`config.mk`:
```
export PLATFORM = sky130hd
export DESIGN_NAME = vtg_desc_top
export DESIGN_NICKNAME = d
export VERILOG_FILES = /design/src/rtl/vtg_pkg.sv /design/src/rtl/vtg_desc_loader.sv /design/src/rtl/vtg_axis_cnt.sv /design/src/rtl/vtg_axis_phase.sv /design/src/rtl/vtg_desc_top.sv
export SDC_FILE = /design/constraint.sdc
export NUM_CORES = 1
export LEC_CHECK = 0
export ABC_AREA = 0
export BUFFER_PORTS_ARGS = -buffer_cell sky130_fd_sc_hd__buf_2
export CAP_MARGIN = 20
export CORE_MARGIN = 1.5
export CORE_UTILIZATION = 30
export CTS_CLUSTER_DIAMETER = 150
export DETAILED_ROUTE_END_ITERATION = 7
export PLACE_DENSITY = 0.55
export SLEW_MARGIN = 20
export SYNTH_ARGS = -nofsm -noshare
export SYNTH_HDL_FRONTEND = slang
export SYNTH_SLANG_ARGS = --single-unit
export TNS_END_PERCENT = 5
```
`constraint.sdc`:
```
create_clock -name clk -period 7.81 [get_ports clk]
set_clock_uncertainty 0.1 [all_clocks]
set_input_delay 0 -clock clk [delete_from_list [all_inputs] [get_ports clk]]
set_output_delay 0 -clock clk [all_outputs]
set_load 0.03 [all_outputs]
```
`src/rtl/vtg_pkg.sv`:
```
package vtg_pkg;

  localparam int DESC_BYTES = 20;
  localparam int AXW        = 16;
  localparam int FPW        = AXW - 1;
  localparam int RATEW      = 24;
  localparam int OFS_H      = 4;
  localparam int OFS_V      = 12;
  localparam int XW         = AXW + 2;

  typedef struct packed {
    logic [AXW-1:0] act;
    logic [AXW-1:0] blank;
    logic [FPW-1:0] fp;
    logic           pol;
    logic [AXW-1:0] sw;
  } axis_cfg_t;

  typedef struct packed {
    logic [RATEW-1:0] rate;
    logic [3:0]       aspect;
    logic             ilace;
    logic [1:0]       stereo;
    logic             pref;
    axis_cfg_t        h;
    axis_cfg_t        v;
  } tim_cfg_t;

  function automatic axis_cfg_t unpack_axis(input logic [7:0] b0, input logic [7:0] b1,
                                            input logic [7:0] b2, input logic [7:0] b3,
                                            input logic [7:0] b4, input logic [7:0] b5,
                                            input logic [7:0] b6, input logic [7:0] b7);
    axis_cfg_t r;
    r.act   = {b1, b0};
    r.blank = {b3, b2};
    r.fp    = {b5[6:0], b4};
    r.pol   = b5[7];
    r.sw    = {b7, b6};
    return r;
  endfunction

  function automatic logic axis_ok(input axis_cfg_t a);
    logic [XW-1:0] need;
    need = XW'(a.fp) + XW'(a.sw);
    return (a.act != '0) && (need <= XW'(a.blank));
  endfunction

endpackage

```
`src/rtl/vtg_desc_loader.sv`:
```
module vtg_desc_loader
  import vtg_pkg::*;
(
  input  logic       clk,
  input  logic       rst,
  input  logic       ld_valid,
  input  logic       ld_sof,
  input  logic [7:0] ld_data,
  output tim_cfg_t   cfg_o,
  output logic       cfg_new_o,
  output logic       ok_o,
  output logic       bad_o
);

  localparam int IW = $clog2(DESC_BYTES + 1);

  logic [7:0]    mem [DESC_BYTES];
  logic [IW-1:0] idx;
  logic [IW-1:0] wr_idx;
  logic          wr_en;
  logic          done_q;
  tim_cfg_t      dec;
  logic          dec_ok;

  assign wr_idx = ld_sof ? '0 : idx;
  assign wr_en  = ld_valid && (ld_sof || (idx < IW'(DESC_BYTES)));

  // byte store, no reset so it maps to plain storage
  always_ff @(posedge clk) begin
    if (wr_en) mem[wr_idx] <= ld_data;
  end

  always_ff @(posedge clk) begin
    if (rst) begin
      idx    <= IW'(DESC_BYTES);
      done_q <= 1'b0;
    end else begin
      done_q <= wr_en && (wr_idx == IW'(DESC_BYTES - 1));
      if (wr_en) idx <= wr_idx + 1'b1;
    end
  end

  always_comb begin
    dec.rate   = {mem[2], mem[1], mem[0]};
    dec.aspect = mem[3][3:0];
    dec.ilace  = mem[3][4];
    dec.stereo = mem[3][6:5];
    dec.pref   = mem[3][7];
    dec.h = unpack_axis(mem[OFS_H+0], mem[OFS_H+1], mem[OFS_H+2], mem[OFS_H+3],
                        mem[OFS_H+4], mem[OFS_H+5], mem[OFS_H+6], mem[OFS_H+7]);
    dec.v = unpack_axis(mem[OFS_V+0], mem[OFS_V+1], mem[OFS_V+2], mem[OFS_V+3],
                        mem[OFS_V+4], mem[OFS_V+5], mem[OFS_V+6], mem[OFS_V+7]);
    dec_ok = axis_ok(dec.h) && axis_ok(dec.v);
  end

  always_ff @(posedge clk) begin
    if (rst) begin
      cfg_o     <= '0;
      cfg_new_o <= 1'b0;
      ok_o      <= 1'b0;
      bad_o     <= 1'b0;
    end else begin
      cfg_new_o <= 1'b0;
      if (ld_valid && ld_sof) begin
        ok_o  <= 1'b0;
        bad_o <= 1'b0;
      end
      if (done_q) begin
        ok_o  <= dec_ok;
        bad_o <= !dec_ok;
        if (dec_ok) begin
          cfg_o     <= dec;
          cfg_new_o <= 1'b1;
        end
      end
    end
  end

  // accept and reject are never flagged together
  assert_flags_exclusive_R8: assert property (@(posedge clk) disable iff (rst)
    $onehot0({ok_o, bad_o}));

  // collection index never runs past the descriptor length
  assert_index_bound_R1: assert property (@(posedge clk) disable iff (rst)
    idx <= IW'(DESC_BYTES));

  // a handed-over timing is always reported as accepted
  assert_new_is_ok_R8: assert property (@(posedge clk) disable iff (rst)
    cfg_new_o |-> ok_o);

endmodule

```
`src/rtl/vtg_axis_cnt.sv`:
```
module vtg_axis_cnt #(
  parameter int W = 16
) (
  input  logic       clk,
  input  logic       rst,
  input  logic       clr,
  input  logic       step,
  input  logic [W:0] total,
  output logic [W:0] cnt_o,
  output logic       wrap_o
);

  logic [W:0] nxt;

  assign nxt    = cnt_o + 1'b1;
  assign wrap_o = step && (nxt == total);

  always_ff @(posedge clk) begin
    if (rst)       cnt_o <= '0;
    else if (clr)  cnt_o <= '0;
    else if (step) cnt_o <= wrap_o ? '0 : nxt;
  end

  // a stepping counter stays inside its total
  assert_cnt_below_total_R3: assert property (@(posedge clk) disable iff (rst)
    step |-> (cnt_o < total));

  // each step either advances by one or returns to zero
  assert_cnt_advance_R3: assert property (@(posedge clk) disable iff (rst)
    (step && !clr) |=> ((cnt_o == $past(cnt_o) + 1'b1) || (cnt_o == '0)));

endmodule

```
`src/rtl/vtg_axis_phase.sv`:
```
module vtg_axis_phase
  import vtg_pkg::*;
#(
  parameter int W = AXW
) (
  input  logic [W:0] cnt,
  input  axis_cfg_t  cfg,
  output logic       in_act,
  output logic       sync_lvl
);

  localparam int TW = W + 2;

  logic [TW-1:0] s_begin;
  logic [TW-1:0] s_end;
  logic [TW-1:0] c_ext;
  logic          in_sync;

  assign c_ext   = TW'(cnt);
  assign s_begin = TW'(cfg.act) + TW'(cfg.fp);
  assign s_end   = s_begin + TW'(cfg.sw);
  assign in_act  = c_ext < TW'(cfg.act);
  assign in_sync = (c_ext >= s_begin) && (c_ext < s_end);
  assign sync_lvl = in_sync ? cfg.pol : !cfg.pol;

endmodule

```
`src/rtl/vtg_desc_top.sv`:
```
module vtg_desc_top
  import vtg_pkg::*;
#(
  parameter int CW = AXW
) (
  input  logic             clk,
  input  logic             rst,
  input  logic             ld_valid,
  input  logic             ld_sof,
  input  logic [7:0]       ld_data,
  output logic             desc_ok,
  output logic             desc_bad,
  output logic             timing_run,
  output logic [CW:0]      h_pos,
  output logic [CW:0]      v_pos,
  output logic [CW-1:0]    act_x,
  output logic [CW-1:0]    act_y,
  output logic             de,
  output logic             hsync,
  output logic             vsync,
  output logic [RATEW-1:0] pix_rate_khz,
  output logic [3:0]       aspect_code,
  output logic             interlaced,
  output logic [1:0]       stereo_mode,
  output logic             preferred
);

  tim_cfg_t    new_cfg;
  logic        new_v;
  tim_cfg_t    pend_q;
  logic        pend_v;
  tim_cfg_t    cfg_q;
  logic        running;
  logic        apply;
  logic [CW:0] h_cnt;
  logic [CW:0] v_cnt;
  logic        h_wrap;
  logic        v_wrap;
  logic [CW:0] h_tot;
  logic [CW:0] v_tot;
  logic        h_in, v_in, h_lvl, v_lvl;

  vtg_desc_loader u_loader (
    .clk       (clk),
    .rst       (rst),
    .ld_valid  (ld_valid),
    .ld_sof    (ld_sof),
    .ld_data   (ld_data),
    .cfg_o     (new_cfg),
    .cfg_new_o (new_v),
    .ok_o      (desc_ok),
    .bad_o     (desc_bad)
  );

  // pending slot: a fresh descriptor overrides one still waiting
  always_ff @(posedge clk) begin
    if (rst) begin
      pend_q <= '0;
      pend_v <= 1'b0;
    end else begin
      if (apply) pend_v <= 1'b0;
      if (new_v) begin
        pend_q <= new_cfg;
        pend_v <= 1'b1;
      end
    end
  end

  assign apply = pend_v && (!running || v_wrap);

  always_ff @(posedge clk) begin
    if (rst) begin
      cfg_q   <= '0;
      running <= 1'b0;
    end else if (apply) begin
      cfg_q   <= pend_q;
      running <= 1'b1;
    end
  end

  assign h_tot = (CW+1)'(cfg_q.h.act) + (CW+1)'(cfg_q.h.blank);
  assign v_tot = (CW+1)'(cfg_q.v.act) + (CW+1)'(cfg_q.v.blank);

  vtg_axis_cnt #(.W(CW)) u_hcnt (
    .clk    (clk),
    .rst    (rst),
    .clr    (apply),
    .step   (running),
    .total  (h_tot),
    .cnt_o  (h_cnt),
    .wrap_o (h_wrap)
  );

  vtg_axis_cnt #(.W(CW)) u_vcnt (
    .clk    (clk),
    .rst    (rst),
    .clr    (apply),
    .step   (running && h_wrap),
    .total  (v_tot),
    .cnt_o  (v_cnt),
    .wrap_o (v_wrap)
  );

  vtg_axis_phase #(.W(CW)) u_hphase (
    .cnt      (h_cnt),
    .cfg      (cfg_q.h),
    .in_act   (h_in),
    .sync_lvl (h_lvl)
  );

  vtg_axis_phase #(.W(CW)) u_vphase (
    .cnt      (v_cnt),
    .cfg      (cfg_q.v),
    .in_act   (v_in),
    .sync_lvl (v_lvl)
  );

  // single aligned output stage
  always_ff @(posedge clk) begin
    if (rst) begin
      timing_run <= 1'b0;
      h_pos      <= '0;
      v_pos      <= '0;
      act_x      <= '0;
      act_y      <= '0;
      de         <= 1'b0;
      hsync      <= 1'b0;
      vsync      <= 1'b0;
    end else begin
      timing_run <= running;
      h_pos      <= h_cnt;
      v_pos      <= v_cnt;
      de         <= running && h_in && v_in;
      act_x      <= (running && h_in && v_in) ? h_cnt[CW-1:0] : '0;
      act_y      <= (running && h_in && v_in) ? v_cnt[CW-1:0] : '0;
      hsync      <= running && h_lvl;
      vsync      <= running && v_lvl;
    end
  end

  assign pix_rate_khz = cfg_q.rate;
  assign aspect_code  = cfg_q.aspect;
  assign interlaced   = cfg_q.ilace;
  assign stereo_mode  = cfg_q.stereo;
  assign preferred    = cfg_q.pref;

  // live timing only changes when both counters restart a frame
  assert_swap_at_frame_R7: assert property (@(posedge clk) disable iff (rst)
    (cfg_q != $past(cfg_q)) |-> ((h_cnt == '0) && (v_cnt == '0)));

  // line count moves only on a horizontal restart
  assert_vstep_on_hwrap_R4: assert property (@(posedge clk) disable iff (rst)
    (running && $past(running) && (v_cnt != $past(v_cnt))) |-> (h_cnt == '0));

  // no data enable without a running raster
  assert_de_needs_run_R5: assert property (@(posedge clk) disable iff (rst)
    de |-> timing_run);

endmodule

```
==> metrics.csv, run 1 <==
stage,metric,value,unit
run_status,status,"complete, no violations",
setup_path,cp_max_fo,5,
floorplanning,coreArea,0.117,sq mm
setup_path,critPathKind,reg -> reg,
timing,hold_violations,0,
pwr,ir_drop,0.148,mV
route,antenna_left,0,
floorplanning,die_h,347,microns
setup_path,worstPathArrival,6.82,ns
pwr,internal-power,6.42,mW
placed_design,gp_congestion,0.829,
pwr,pwr-share-comb,1.3,%
floorplanning,die_w,347,microns
pwr,pwr_density_cell,203,mW/mm^2
cts,cts-root-buf,clkbuf_16,
grt,grt_max_degree,236,
min_path,hold_class,in -> reg,
floorplanning,ios,116,
placed_design,place.port_buffers,115,
synth,synth-seq-cells,755,
cts,clk_latency,0.67,ns
cells_and_area,fin_nets,3791,
placed_design,hpwl,58600,microns
synth,synth_flop_cell,dfxtp_1,
route,drt-total-wl,85400,microns
timing,slew_viol_final,0,
synth,yosys_warnings,0,
cells_and_area,finalInstanceArea,0.0403,sq mm
timing,setup_viol,0,
setup_path,start_kind,register,
cells_and_area,fin_cells,5104,
setup_path,rr_worst_depth,20,
pwr,seqPwrFrac,48.7,%
placed_design,placed_area,0.0372,sq mm
synth,syn_inst,3462,
cts,cts_setup_buffers,0,
cts,htreeDepth,3,
timing,worst_pin_slew,1.15,ns
setup_path,cp.required,8.26,ns
timing,max_freq,157,MHz
min_path,hold_depth,4,
pwr,power_switching_share,21.7,%
floorplanning,die_area,0.120,sq mm
synth,synth_area,0.0354,sq mm
timing,finalCritPeriodShare,81.5,%
grt,grt_first_pass_wirelength,133000,microns
cts,numClockSinks,755,
cts,clock_path_buffers,3,
synth,syn-num-nets,3746,
cells_and_area,syn2layout_area_growth,13.7,%
route,drc,0,
pwr,power_switching,1.78,mW
route,vias,23900,
placed_design,dp.cells,4932,
timing,layout_min_cycle_time,6.37,ns
floorplanning,row_count,125,
cts,numCtsBuffers,85,
route,wl_per_cell,16.7,microns
timing,holdWs,0.282,ns
pwr,p_total,8.19,mW
synth,avgSynthCellArea,10.2,sq um
grt,grt_use_total,14.0,%
synth,ys_async_sr_fraction,0,%
timing,relSlewSlack,23.5,%
grt,grt_pass1_vias,22400,
floorplanning,initial_core_util,30.4,%
timing,rsz0062_at_grt,false,
pwr,clkPwrFrac,50.0,%
grt,gr-total-overflow,0,
run,maxCapViolations,0,
timing,tns,0,ns
pwr,p_leak,16.7,nW
synth,ys_seq_area_share,47.2,%
cts,cts_tree,yes,
synth,synth_edf_count,160,
route,via_per_inst,4.68,
route,drt-initial-drc-count,1374,
synth,synthDistinctLibCells,74,
cells_and_area,drive_gt1_share,8.00,%
cts,clkSlewWorstSetupHoldPaths,0.06,ns
setup_path,cp-end-kind,register,
grt,antenna_found_initial,6,
route,dr.pass1.iters,5,
==> power groups by stage <==
stage / logic (mW) / clock network, mW / registers [mW]
floorplan: 0.0538 / 0 / 4.07
global route: 0.118 / 4.38 / 3.99
global placement: 0.106 / 0 / 4.07
detailed placement: 0.106 / 0 / 4.07
CTS: 0.112 / 4.22 / 3.99
finish: 0.107 / 4.10 / 3.99
==> cells in the mapped netlist, drive strengths merged (52+ instances only) <==
| master | n | area [sq um] |
|---|---|---|
| a21o | 65 | 488 |
| a21oi | 143 | 716 |
| buf | 83 | 553 |
| clkbuf | 103 | 390 |
| dfxtp | 595 | 11900 |
| edfxtp | 160 | 4800 |
| ha | 264 | 3300 |
| inv | 137 | 514 |
| mux2i | 483 | 4830 |
| nand2 | 110 | 413 |
| nand3 | 52 | 260 |
| nor2 | 593 | 2230 |
| o21ai | 64 | 320 |
| xnor2 | 109 | 955 |
| xor2 | 62 | 543 |
==> layout make-up <==
cell class	instances	area, sq um
multi-input combinational	2384	17300
clock inverter	32	457
fill	11700	76400
clock buffer	125	2460
timing repair buffer	144	946
inverter	137	514
antenna	3	7.51
tap	1524	1910
sequential	755	16700
==> state kept, by name, summed over array words and instances, names as in the netlist, 16 cells and up <==
register	count
act_x	16
act_y	16
cfg_q	128
h_pos	17
pend_q	160
pix_rate_khz	24
u_hcnt.cnt_o	17
u_loader.cfg_o	160
u_loader.mem	160
u_vcnt.cnt_o	17
v_pos	17
==> cells in the final DEF (no fill, tap or decap), types with 14 or more instances in the layout <==
cell	instances
nor4_1	19
xnor2_1	109
nand2_1	110
nand2b_1	23
edfxtp_1	160
clkbuf_1	24
o21a_1	21
ha_1	264
nor2b_1	47
and2_1	48
o211ai_1	14
dfxtp_1	594
a21oi_1	143
clkbuf_16	87
inv_1	137
o21ai_0	64
a21o_1	65
xor2_1	62
mux2i_1	483
and3_1	15
nor3_1	44
nor2_1	591
clkbuf_8	14
buf_2	114
nand3_1	52
nand4_1	25
o21bai_1	15
==> routing by layer <==
layer  track usage (%)  wire [microns]  part of all wire, %  vias up
li1                  -               -                    -    12200
met1              20.7           44500                   52    11200
met2              20.9           36200                   42      353
met3              2.18            3160                  3.7       91
met4              3.65            1560                  1.8        2
met5                 0              13                0.015        -
==> path summary, 6_finish.rpt <==
kind / start / end / slack (ns)
setup reg to reg: cfg_q[113] / hsync / 1.44
hold reg to reg: u_loader.cfg_o[87] / pend_q[87] / 0.37
hold / removal: ld_valid / u_loader.done_q / 0.28
setup / recovery: cfg_q[113] / hsync / 1.44
==> cell families (layout without fill, tap and decap cells) <==
family                     count (synthesis)  in the layout  synth area share [%]
and+or+nand+nor                         1047           1047                  13.5
DFF                                      755            755                  47.2
buffers and inverters                    323            438                  4.12
muxes                                    485            485                  13.7
adders and majority gates                272            272                  9.78
AOI/OAI and AO/OA                        408            408                  7.38
xor gates and xnor gates                 172            172                  4.29
other                                      0              3                     0
==> stage by stage <==
stage	setup WS, ns	util (%)
after floorplan	2.48	-
after global placement	1.58	31.9
after detailed placement	1.60	31.9
after CTS	1.55	34.5
after global routing	1.00	34.5
final	1.44	34.5
==> worst max-delay path, cell delays in order, from the launching register on <==
cell       delay [ns]
dfxtp_1          0.44
ha_1             0.27
a21o_1           0.18
a21oi_1          0.23
o21bai_1         0.11
a21oi_1          0.27
o21bai_1         0.16
a2111oi_0        0.68
nor2_1           0.17
a41oi_1          0.31
mux2_2           0.38
a2111o_1         0.39
ha_1             0.36
xor2_1           0.19
ha_1             0.29
a21oi_1          0.22
or4bb_1          0.54
a21oi_1          0.33
nor3b_1          0.12
o31a_1           0.29
nor3_1           0.22
==> repair_timing <==
action                    in CTS  in global routing
gates resized for setup        0                  0
hold endpoints to repair     303                  0
hold buffers                  12                  0
No activity file was read; power rests on OpenSTA's default activity.
==> inputs of run 2 (changes only) <==
==> constraint.sdc (replaced) <==
create_clock -name clk -period 6 [get_ports clk]
set_clock_uncertainty 0.1 [all_clocks]
set_input_delay 0 -clock clk [delete_from_list [all_inputs] [get_ports clk]]
set_output_delay 0 -clock clk [all_outputs]
set_load 0.03 [all_outputs]
==> run 2 against run 1 <==
Combinational power rose by 30%. Global-route usage barely moved. First-iteration DRC count fell by 4.4%.
==> metrics.csv, run 2 (synthesized netlist as in run 1, its figures left out) <==
stage,metric,value,unit,change
route,highest_layer,met5,,
cells_and_area,drive_gt1_share,8.66,%,+0.66 points
pwr,p_total,10.7,mW,+31%
pwr,p_leak,16.8,nW,+0.51%
timing,rsz0062_at_grt,false,,
pwr,pwr_density_cell,265,mW/mm^2,+30%
route,antenna_left,0,,unchanged
cts,numClockSinks,755,,unchanged
cts,clk_latency,0.67,ns,about the same
cells_and_area,finalInstanceArea,0.0405,sq mm,+0.49%
cts,numCtsBuffers,86,,+1.2%
setup_path,cp-end-kind,register,,
cells_and_area,syn2layout_area_growth,14.3,%,
setup_path,cp_max_fo,4,,-1
route,wl_met3,3310,microns,+4.7%
route,drt-initial-drc-count,1313,,-4.4%
timing,max_freq,179,MHz,+14%
setup_path,r2r-start,cfg_q[112],,
cells_and_area,fin_nets,3807,,+0.42%
grt,grt_first_pass_wirelength,132000,microns,-0.55%
timing,finalCritPeriodShare,93.3,%,+12 points
setup_path,crit_start,cfg_q[112],,
run,maxCapViolations,0,,unchanged
route,vias,23900,,+0.23%
cts,clkSlewWorstSetupHoldPaths,0.06,ns,about the same
setup_path,cp.required,6.48,ns,-1.78 ns
timing,relSlewSlack,25.1,%,+1.6 points
route,via_per_inst,4.67,,about the same
run_status,status,"complete, no violations",,
grt,grt_max_degree,103,,-56%
cells_and_area,final_cell_mix,"593 x dfxtp_1, 591 x nor2_1, 483 x mux2i_1",,
timing,holdWs,0.247,ns,-0.0350 ns
min_path,hold_class,in -> reg,,
cts,cts_tree,yes,,
grt,grt_pass1_vias,22500,,+0.41%
route,wl_met1,44200,microns,-0.69%
floorplanning,die_h,347,microns,unchanged
floorplanning,die_w,347,microns,unchanged
timing,hold_violations,0,,unchanged
placed_design,placed_area,0.0373,sq mm,+0.25%
pwr,ir_drop,0.182,mV,+23%
timing,layout_min_cycle_time,5.60,ns,-0.768 ns
timing,slew_viol_final,0,,unchanged
timing,tns,0,ns,unchanged
floorplanning,die_area,0.120,sq mm,unchanged
cells_and_area,fin_cells,5120,,+0.31%
grt,antenna_found_initial,7,,+1
setup_path,worstPathArrival,6.08,ns,-0.74 ns
cells_and_area,final_common_cell,dfxtp_1,,
floorplanning,ios,116,,unchanged
cts,cts_setup_buffers,0,,unchanged
route,dr.pass1.iters,5,,unchanged
timing,worst_pin_slew,1.11,ns,-0.0392 ns
placed_design,place.port_buffers,115,,unchanged
floorplanning,coreArea,0.117,sq mm,unchanged
setup_path,start_kind,register,,
route,drt-total-wl,85800,microns,+0.43%
cts,cts-root-buf,clkbuf_16,,
placed_design,dp.cells,4947,,+0.30%
grt,grt_use_total,14.0,%,-0.015 points
cts,htreeDepth,3,,unchanged
cts,clock_path_buffers,3,,unchanged
placed_design,hpwl,59500,microns,+1.5%
floorplanning,row_count,125,,unchanged
min_path,holdCritStartpoint,rst,,
floorplanning,initial_core_util,30.4,%,unchanged
placed_design,gp_congestion,0.848,,+2.3%
route,dr_wl_met2,36200,microns,about the same
cells_and_area,reg_top3,"pend_q (160), u_loader.cfg_o (160), u_loader.mem (160)",,
route,drc,0,,unchanged
setup_path,critPathKind,reg -> reg,,
timing,setup_viol,0,,unchanged
route,wl_per_cell,16.7,microns,+0.12%
grt,gr-total-overflow,0,,unchanged
==> run 2: cell types whose count changed in the layout (fill, tap and decap cells not counted), moves of 3 or more <==
cell / delta
inv_6: -4
o21ai_0: -3
buf_4: +16
o21ai_1: +3
==> run 2: metal layers <==
| layer | global-route usage, % | vias to the layer above |
|---|---|---|
| met5 | 0 | - |
| met4 | 4.02 | 2 |
| met3 | 2.30 | 132 |
| met2 | 21.1 | 395 |
| met1 | 20.3 | 11200 |
| li1 | - | 12200 |
==> run 2: worst max-delay path: stages (launching register included) <==
cell      delay, ns
dfxtp_1        0.39
ha_1           0.20
inv_1          0.06
fa_1           0.39
nand2b_1       0.19
a21oi_1        0.22
nor2_1         0.08
a211o_1        0.31
o21bai_1       0.14
a21oi_1        0.09
xnor2_1        0.27
ha_1           0.31
a21oi_1        0.19
nor3b_1        0.20
o211ai_1       0.13
o211ai_1       0.21
o21bai_1       0.11
a21oi_1        0.18
xor2_1         0.16
ha_1           0.26
a21oi_1        0.18
or4bb_1        0.48
a21oi_1        0.17
nor3b_1        0.09
o31a_1         0.29
nor3_1         0.12
==> run 2: path summary, 6_finish.rpt <==
check / endpoint / slack, ns / depth (start not counted)
max: hsync / 0.40 / 25
max reg2reg: hsync / 0.40 / 25
min: h_pos[15] / 0.25 / 3
min reg2reg: pend_q[11] / 0.37 / 2
==> run 2: final cells by class <==
type,instances,area [sq um]
multi-input cells,2384,17300
well taps,1524,1910
diodes,3,7.51
inverters,137,514
clock buffers,126,2470
flip-flops and latches,755,16700
fillers,11700,76200
clock inverters,32,479
repair buffers,159,1050
==> run 2: per-stage QoR <==
step | utilization (%) | setup slack, ns
2_1_floorplan | - | 0.673
3_3_place_gp | 32.0 | 0.0927
3_5_place_dp | 32.0 | 0.0939
4_1_cts | 34.6 | 0.0294
5_1_grt | 34.7 | 0.00713
6_report | 34.7 | 0.402
==> run 2: report_power, final <==
group,switching (mW),internal (mW)
Sequential,0.00414,5.19
Combinational,0.118,0.0210
Clock,2.17,3.23
==> run 2: what timing repair did <==
item | in CTS | in global routing
resized for setup | 0 | 15
setup endpoints to repair | 0 | 163
endpoints found under the hold margin | 257 | 0
hold buffers | 12 | 0
